$ cat src/rtl/coal_pkg.sv
package coal_pkg;

  typedef enum logic {
    ST_IDLE = 1'b0,
    ST_BUSY = 1'b1
  } coal_state_e;

  localparam logic [1:0] SZ_4B  = 2'b00;
  localparam logic [1:0] SZ_8B  = 2'b01;

  // low address bits that must be zero for a naturally aligned access
  function automatic logic [3:0] align_mask(logic [1:0] code);
    case (code)
      SZ_4B:   align_mask = 4'b0011;
      SZ_8B:   align_mask = 4'b0111;
      default: align_mask = 4'b1111;
    endcase
  endfunction

endpackage

$ cat src/rtl/coal_align_check.sv
module coal_align_check #(
  parameter int LANES = 32
) (
  input  logic [LANES-1:0]   active,
  input  logic [LANES*4-1:0] low_bits,
  input  logic [1:0]         size_code,
  output logic [LANES-1:0]   keep,
  output logic [LANES-1:0]   bad
);
  import coal_pkg::*;

  logic [3:0] amask;
  assign amask = align_mask(size_code);

  for (genvar g = 0; g < LANES; g++) begin : g_lane
    logic mis;
    assign mis    = |(low_bits[g*4 +: 4] & amask);
    assign keep[g] = active[g] & ~mis;
    assign bad[g]  = active[g] & mis;
  end

endmodule

$ cat src/rtl/coal_line_pick.sv
module coal_line_pick #(
  parameter int LANES = 32,
  parameter int TAGW  = 25
) (
  input  logic [LANES-1:0]      pending,
  input  logic [LANES*TAGW-1:0] tags,
  output logic                  any,
  output logic [TAGW-1:0]       tag,
  output logic [LANES-1:0]      mask
);
  localparam int LW = (LANES > 1) ? $clog2(LANES) : 1;

  logic [LW-1:0] sel;

  // lowest-numbered pending lane wins
  always_comb begin
    sel = '0;
    for (int i = LANES - 1; i >= 0; i--) begin
      if (pending[i]) sel = LW'(i);
    end
  end

  assign any = |pending;
  assign tag = tags[sel*TAGW +: TAGW];

  for (genvar g = 0; g < LANES; g++) begin : g_match
    assign mask[g] = pending[g] & (tags[g*TAGW +: TAGW] == tag);
  end

endmodule

$ cat src/rtl/warp_line_coalescer.sv
module warp_line_coalescer #(
  parameter int LANES      = 32,
  parameter int AW         = 32,
  parameter int LINE_BYTES = 128
) (
  input  logic                  clk,
  input  logic                  rst_n,
  input  logic                  req_valid,
  output logic                  req_ready,
  input  logic [LANES-1:0]      req_active,
  input  logic [LANES*AW-1:0]   req_addr,
  input  logic [1:0]            req_size,
  output logic                  txn_valid,
  input  logic                  txn_ready,
  output logic [AW-1:0]         txn_line,
  output logic [LANES-1:0]      txn_lanes,
  output logic [LANES-1:0]      err_lanes,
  output logic                  done
);
  import coal_pkg::*;

  localparam int LINE_LSB = $clog2(LINE_BYTES);
  localparam int TAGW     = AW - LINE_LSB;

  coal_state_e            state_q, state_d;
  logic [LANES-1:0]       pend_q, pend_d;
  logic [LANES-1:0]       err_q;
  logic [LANES*TAGW-1:0]  tag_q;
  logic [LANES*TAGW-1:0]  tag_in;
  logic [LANES*4-1:0]     low_in;
  logic [LANES-1:0]       keep_in, bad_in;
  logic                   accept, fire;
  logic                   pick_any;
  logic [TAGW-1:0]        pick_tag;
  logic [LANES-1:0]       pick_mask;

  for (genvar g = 0; g < LANES; g++) begin : g_split
    assign low_in[g*4 +: 4]       = req_addr[g*AW +: 4];
    assign tag_in[g*TAGW +: TAGW] = req_addr[g*AW + LINE_LSB +: TAGW];
  end

  coal_align_check #(.LANES(LANES)) u_align (
    .active    (req_active),
    .low_bits  (low_in),
    .size_code (req_size),
    .keep      (keep_in),
    .bad       (bad_in)
  );

  coal_line_pick #(.LANES(LANES), .TAGW(TAGW)) u_pick (
    .pending (pend_q),
    .tags    (tag_q),
    .any     (pick_any),
    .tag     (pick_tag),
    .mask    (pick_mask)
  );

  assign req_ready = (state_q == ST_IDLE);
  assign accept    = req_valid & req_ready;
  assign txn_valid = (state_q == ST_BUSY) & pick_any;
  assign done      = (state_q == ST_BUSY) & ~pick_any;
  assign fire      = txn_valid & txn_ready;
  assign txn_line  = {pick_tag, {LINE_LSB{1'b0}}};
  assign txn_lanes = pick_mask;
  assign err_lanes = err_q;

  // next state
  always_comb begin
    state_d = state_q;
    pend_d  = pend_q;
    case (state_q)
      ST_IDLE: begin
        if (accept) begin
          state_d = ST_BUSY;
          pend_d  = keep_in;
        end
      end
      default: begin
        if (!pick_any) state_d = ST_IDLE;
        else if (fire) pend_d = pend_q & ~pick_mask;
      end
    endcase
  end

  // control registers
  always_ff @(posedge clk or negedge rst_n) begin
    if (!rst_n) begin
      state_q <= ST_IDLE;
      pend_q  <= '0;
      err_q   <= '0;
    end else begin
      state_q <= state_d;
      pend_q  <= pend_d;
      if (accept) err_q <= bad_in;
    end
  end

  // line tags, captured only on acceptance (no reset needed)
  always_ff @(posedge clk) begin
    if (accept) tag_q <= tag_in;
  end

  assert_hold_R9: assert property (@(posedge clk) disable iff (!rst_n)
    txn_valid && !txn_ready |=> txn_valid && $stable(txn_line) && $stable(txn_lanes));

  assert_err_disjoint_R5: assert property (@(posedge clk) disable iff (!rst_n)
    txn_valid |-> (txn_lanes & err_lanes) == '0);

  assert_lowest_first_R6: assert property (@(posedge clk) disable iff (!rst_n)
    txn_valid |-> ((txn_lanes & pend_q & (~pend_q + 1'b1)) != '0) && ((txn_lanes & ~pend_q) == '0));

  assert_done_then_idle_R10: assert property (@(posedge clk) disable iff (!rst_n)
    done |=> req_ready && !done);

  assert_busy_no_accept_R8: assert property (@(posedge clk) disable iff (!rst_n)
    !req_ready |=> $stable(err_lanes));

  assert_served_once_R3: assert property (@(posedge clk) disable iff (!rst_n)
    fire |=> (pend_q & $past(txn_lanes)) == '0);

endmodule

$ cat config.mk
export PLATFORM = sky130hd
export DESIGN_NAME = warp_line_coalescer
export DESIGN_NICKNAME = d
export VERILOG_FILES = /design/src/rtl/coal_pkg.sv /design/src/rtl/coal_align_check.sv /design/src/rtl/coal_line_pick.sv /design/src/rtl/warp_line_coalescer.sv
export SDC_FILE = /design/constraint.sdc
export NUM_CORES = 2
export LEC_CHECK = 0
export BUFFER_PORTS_ARGS = -buffer_cell sky130_fd_sc_hd__buf_2
export CORE_AREA = 2 2 456 458
export DETAILED_ROUTE_END_ITERATION = 16
export DIE_AREA = 0 0 458 460
export GPL_ROUTABILITY_DRIVEN = 0
export MAX_ROUTING_LAYER = met4
export PLACE_DENSITY = 0.47
export SYNTH_ARGS = -nofsm -noshare
export SYNTH_HDL_FRONTEND = slang
export SYNTH_SLANG_ARGS = --single-unit
export TNS_END_PERCENT = 5
$ cat constraint.sdc
create_clock -name clk -period 33.9 [get_ports clk]
set_input_delay 5.085 -clock clk [delete_from_list [all_inputs] [get_ports clk]]
set_output_delay 5.085 -clock clk [all_outputs]
set_load 0.02 [all_outputs]
=== Word level (Yosys, flattened, before mapping) ===
Index checks and enable logic that the tools add are counted.

* $mul: 1
* Equal/unequal tests: 35
* Shift-type cells: 1
* Muxes and demuxes: 40
* Bitwise operators: 168
* Reduce and logical (&&, ||, !) cells: 36

{| class="wikitable"
|+ Operator list
! cell !! count
|-
| equality test 25 bit || 32
|-
| indexed part select 800 x 11 -> 25 bit || 1
|-
| two-way mux 5 bit || 32
|-
| bitwise AND 4 bit || 32
|-
| two-way mux 32 bit || 4
|-
| OR reduction 4 bit || 32
|-
| bitwise AND 1 bit || 100
|-
| inverter 1 bit || 34
|-
| bitwise AND 32 bit || 1
|-
| inverter 32 bit || 1
|-
| OR reduction 32 bit || 1
|-
| multiplier 5 x 5 -> 10 bit (second input constant) || 1
|-
| one-hot mux 4 bit (2 select lines) || 1
|-
| inequality test 2 x 1 -> 1 bit (second input constant) || 2
|-
| two-way mux 1 bit || 3
|-
| AND reduction 3 bit || 1
|-
| equality test 2 x 1 -> 1 bit (second input constant) || 1
|-
| zero test 2 bit || 1
|-
| nonzero test 2 bit || 1
|}

* Bits in registers: 865
* Bits of input ports: 1062
* Output and inout bits: 99
* Logic and storage cells: 285

=== Longest topological paths before layout ===
* Depth after elaboration: 41
* Mapped depth: 21

=== Modules after synthesis ===
Synthesis repeated with hierarchy kept, for this count alone.

* Cells, all modules: 4157
* Area total of the unflattened synthesis: 48645.4 um2

{| class="wikitable"
|+ By module, submodules not included
! module !! instances !! cells an instance !! area each (um2)
|-
| warp_line_coalescer || 1 || 1026 || 27040.9
|-
| coal_line_pick || 1 || 2933 || 20394.6
|-
| coal_align_check || 1 || 198 || 1209.9
|}

=== Worst setup path after synthesis ===
Ideal clock, no wire load.

* Path type: input -> register
* From: in req_valid
* To: reg tag_q[0], enable pin
* Setup time: 1.477 ns
* Data arrival time: 27.205 ns
* Required time: 32.423 ns
* Slack: 5.218 ns
* Stages: 4
* Cell sequence: nand2_1 inv_1 clkbuf_1 clkbuf_1

* Word-level cells in the longest chain between the ends: 1

{| class="wikitable"
|+ Ends and longest elaborated chain
! item !! RTL line !! text
|-
| start: declaration || warp_line_coalescer.sv:8 || <nowiki>input logic req_valid,</nowiki>
|-
| bitwise AND 1 bit || warp_line_coalescer.sv:59 || <nowiki>assign accept = req_valid & req_ready;</nowiki>
|-
| via accept || warp_line_coalescer.sv:32 || <nowiki>logic accept, fire;</nowiki>
|-
| end signal: assignment || warp_line_coalescer.sv:100 || <nowiki>if (accept) tag_q <= tag_in;</nowiki>
|-
| end: declaration || warp_line_coalescer.sv:28 || <nowiki>logic [LANES*TAGW-1:0] tag_q;</nowiki>
|}

The timed path passes the listed nets, and every way through them passes these cells.
A chain may end at the register's enable or synchronous reset.

=== Final worst setup path ===
* From: reg pend_q[0]
* To: out txn_lanes[29]

* Word-level cells in the longest chain between the ends: 5

{| class="wikitable"
|+ Ends and longest elaborated chain
! item !! RTL line !! text
|-
| start: declaration || warp_line_coalescer.sv:26 || <nowiki>logic [LANES-1:0] pend_q, pend_d;</nowiki>
|-
| start signal: assignment || warp_line_coalescer.sv:93 || <nowiki>pend_q <= pend_d;</nowiki>
|-
| two-way mux 5 bit || coal_line_pick.sv:19 || <nowiki>if (pending[i]) sel = LW'(i);</nowiki>
|-
| multiplier 5 x 5 -> 10 bit || coal_line_pick.sv:24 || <nowiki>assign tag = tags[sel*TAGW +: TAGW];</nowiki>
|-
| indexed part select 800 x 11 -> 25 bit || coal_line_pick.sv:24 ||
|-
| equality test 25 bit || coal_line_pick.sv:27 || <nowiki>assign mask[g] = pending[g] & (tags[g*TAGW +: TAGW] == tag);</nowiki>
|-
| bitwise AND 1 bit || coal_line_pick.sv:27 ||
|-
| end: declaration || warp_line_coalescer.sv:16 || <nowiki>output logic [LANES-1:0] txn_lanes,</nowiki>
|}

Every way passes these cells.

==> flow_metrics.tcl <==
set metrics [dict create \
    outcome "completed" \
    endpoint_kind "output pin" \
    ys_seq_elements 865 \
    numCtsBuffers 106 \
    dp.cells 7760 \
    core_area_um2 206000 \
    final_common_cell "buf_2" \
    critical_path_class "reg2out" \
    min_path_type "reg2reg" \
    layout_common_cells "buf_2 (1056), edfxtp_1 (800), xor2_1 (545), nand2_1 (343), xnor2_1 (240)" \
    drtIter0Drc 5609 \
    total_power_mw 2.43 \
    grt_max_degree 96 \
    tns_ns 0 \
    critPathMaxFanout 66 \
    portBuffers 1057 \
    crit_path_cell_trace "or2_1 > buf_4 > nor4_2 > o21ai_2 > o21ai_4 > buf_4 > buf_4 > buf_12 > buf_4 > nor2_1 > o21ai_0 > nand4_1 > o22ai_4 > buf_4 > xor2_1 > a2111oi_2 > buf_4 > nand4_1 > nor4_1 > and2_1 > buf_2" \
    crit_family "buffers and inverters" \
    vdd_drop_max_v 0.0000441 \
    hold_viol_final 0 \
    grt_pass1_vias 39900 \
    cp_data_required_time_ns 28.81 \
    drc 0 \
    grt_use_total_pct 29.5 \
    htree_levels 3 \
    fin_ws_ns 18.12 \
    cts_buffer_depth 3 \
    cts_tree "built" \
    synth_edf_count 800 \
    cts.repair.resized 0 \
    die_x_um 458 \
    num_rows 167 \
    maxSlewViolCount 0 \
    finClkSkew_ns 0.0433 \
    antenna_found_initial 159 \
    finalCriticalPeriod_ns 15.78 \
    place_hpwl_mm 254 \
    critPathSlowestCell "nor4_1" \
    ys.flop_type "edfxtp_1" \
    clk_latency_ns 0.79 \
    max_stage_delay_ns 1.24 \
    pre_cts_ws_ns 19.13 \
    ctsHoldBuffers 0 \
    wl_met1_mm 123 \
    clockRootBuffer "clkbuf_16" \
    synth_warnings 0 \
    ios 1161 \
    netlist_area_um2 47500 \
    vias 42300 \
    multi_input_area_um2 20800 \
    seq_area_frac_synth_pct 54.0 \
    detail-route-antenna-nets 0 \
    rsz0062_at_grt "false" \
    tightest_slew_ns 1.37 \
    synth_cell_types 101 \
    met3_wirelength_mm 27.4 \
    cp.arrival_ns 10.69 \
    grt_pass1_wl_mm 396 \
    topRoutingLayerUsed "met4" \
    p_leak_nw 21.6 \
    setup_viol 0 \
    syn_inst 4123 \
    crit_buf_inv 8 \
    place_area_um2 56400 \
    die_area_um2 211000 \
    crit_top_cell "buf_4" \
    post_cts_buffers 0 \
    fill_cells 21400 \
    final_area_um2 60200 \
    seqCellArea_um2 25600 \
    dr_wl_met2_mm 144 \
    wl_per_cell_um 38.9 \
    grt_overflow 0 \
    relSlewSlack_pct 8.63 \
    syn_avg_cell_area_um2 11.5 \
    fin_nets 6226 \
    area_growth_pct 26.7 \
    start_util_pct 23.1 \
    cp-start-kind "register" \
    drive_gt1_share_pct 29.3 \
    final_cells 8060 \
    synthArstFlopShare_pct 7.51 \
    clock_sinks 865 \
    fmax_ghz 0.0634 \
    drv_cap 0 \
    firstDrtPassIters 6 \
    avgViaCountPerCell 5.25 \
    clkTransAtPathRegs_ns 0.05 \
    fp.dieH_um 460 \
    wirelength_mm 314 \
    power_density_nw_per_um2 40.3 \
    min_period_over_period_pct 46.5 \
]
-- final cells by class --
type	count	share of cell area, %
clock buffer	128	4.57
clock inverter	70	1.28
multi-input combinational	2954	34.6
inverter	23	0.156
timing repair buffer	1214	10.8
sequential	865	42.6
tap	2704	5.62
antenna	102	0.424
-- report_power, final --
part	internal (mW)	switching, mW
registers	1.17	0.0000000000885
logic	0.0426	0.0445
clock network	0.669	0.509
total	1.88	0.554
-- worst paths after layout --
kind / from / end / slack [ns] / cells past startpoint
min in group asynchronous: rst_n / err_lanes[13]$_DFFE_PN0P_ / 4.14 / 1
setup reg to reg: pend_q[0]$_DFFE_PN0P_ / pend_q[29]$_DFFE_PN0P_ / 24.12 / 20
setup / recovery: pend_q[0]$_DFFE_PN0P_ / txn_lanes[29] / 18.12 / 21
hold / removal: err_lanes[6]$_DFFE_PN0P_ / err_lanes[6]$_DFFE_PN0P_ / 0.46 / 2
hold reg to reg: err_lanes[6]$_DFFE_PN0P_ / err_lanes[6]$_DFFE_PN0P_ / 0.46 / 2
max in group asynchronous: rst_n / err_lanes[7]$_DFFE_PN0P_ / 28.71 / 2
-- cell usage after synthesis, types with 98 or more instances --
cell type  count  area (um2)
a21oi_1      171         856
buf_2        105         526
edfxtp_1     800       24000
mux2i_1      151        1510
nand2_1      350        1310
nand3_1      145         726
nand4_1      134         838
nor2_1       203         762
nor4_1        98         613
o21ai_0      158         791
xnor2_1      240        2100
xor2_1       545        4770
-- worst register-to-register path, cell delays in order (launching register included) --
cell and delay [ns]:
dfrtp_1 0.59, or2_1 0.32, buf_4 0.27, nor4_2 0.39, o21ai_2 0.19, o21ai_4 0.18, buf_4 0.54, buf_4 0.68
buf_12 0.45, buf_4 0.86, nor2_1 0.15, o21ai_0 0.62, nand4_1 0.37, o22ai_4 0.53, buf_4 0.44, xor2_1 0.14
a2111oi_2 0.80, buf_4 0.31, nand4_1 0.37, nor4_1 1.24, o21ai_1 0.17
-- state kept, by name, summed over array words and instances (netlist names) --
name and cells:
tag_q 800, err_lanes 32, pend_q 32, state_q 1
-- logic make-up after synthesis --
logic type / share of synthesized area, %
AOI/OAI and AO/OA: 10.5
xor gates and xnor gates: 14.5
buffers and inverters: 3.40
DFF: 54.0
muxes: 4.43
other: 0.00789
and+or+nand+nor: 13.2
-- through the flow --
stage | hold slack (ns) | utilization [%]
after floorplan | 0.524 | -
after global routing | 0.498 | 29.2
after CTS | 0.463 | 29.1
after global placement | 0.450 | 27.4
after detailed placement | 0.451 | 27.4
final | 0.463 | 29.2
-- per-layer routing --
metal | up-vias | global-route usage (%)
met5 | - | -
met1 | 21100 | 35.5
li1 | 17700 | -
met2 | 2938 | 46.5
met4 | 0 | 15.3
met3 | 577 | 6.40
Note: power is estimated with default switching activity, not from simulation.
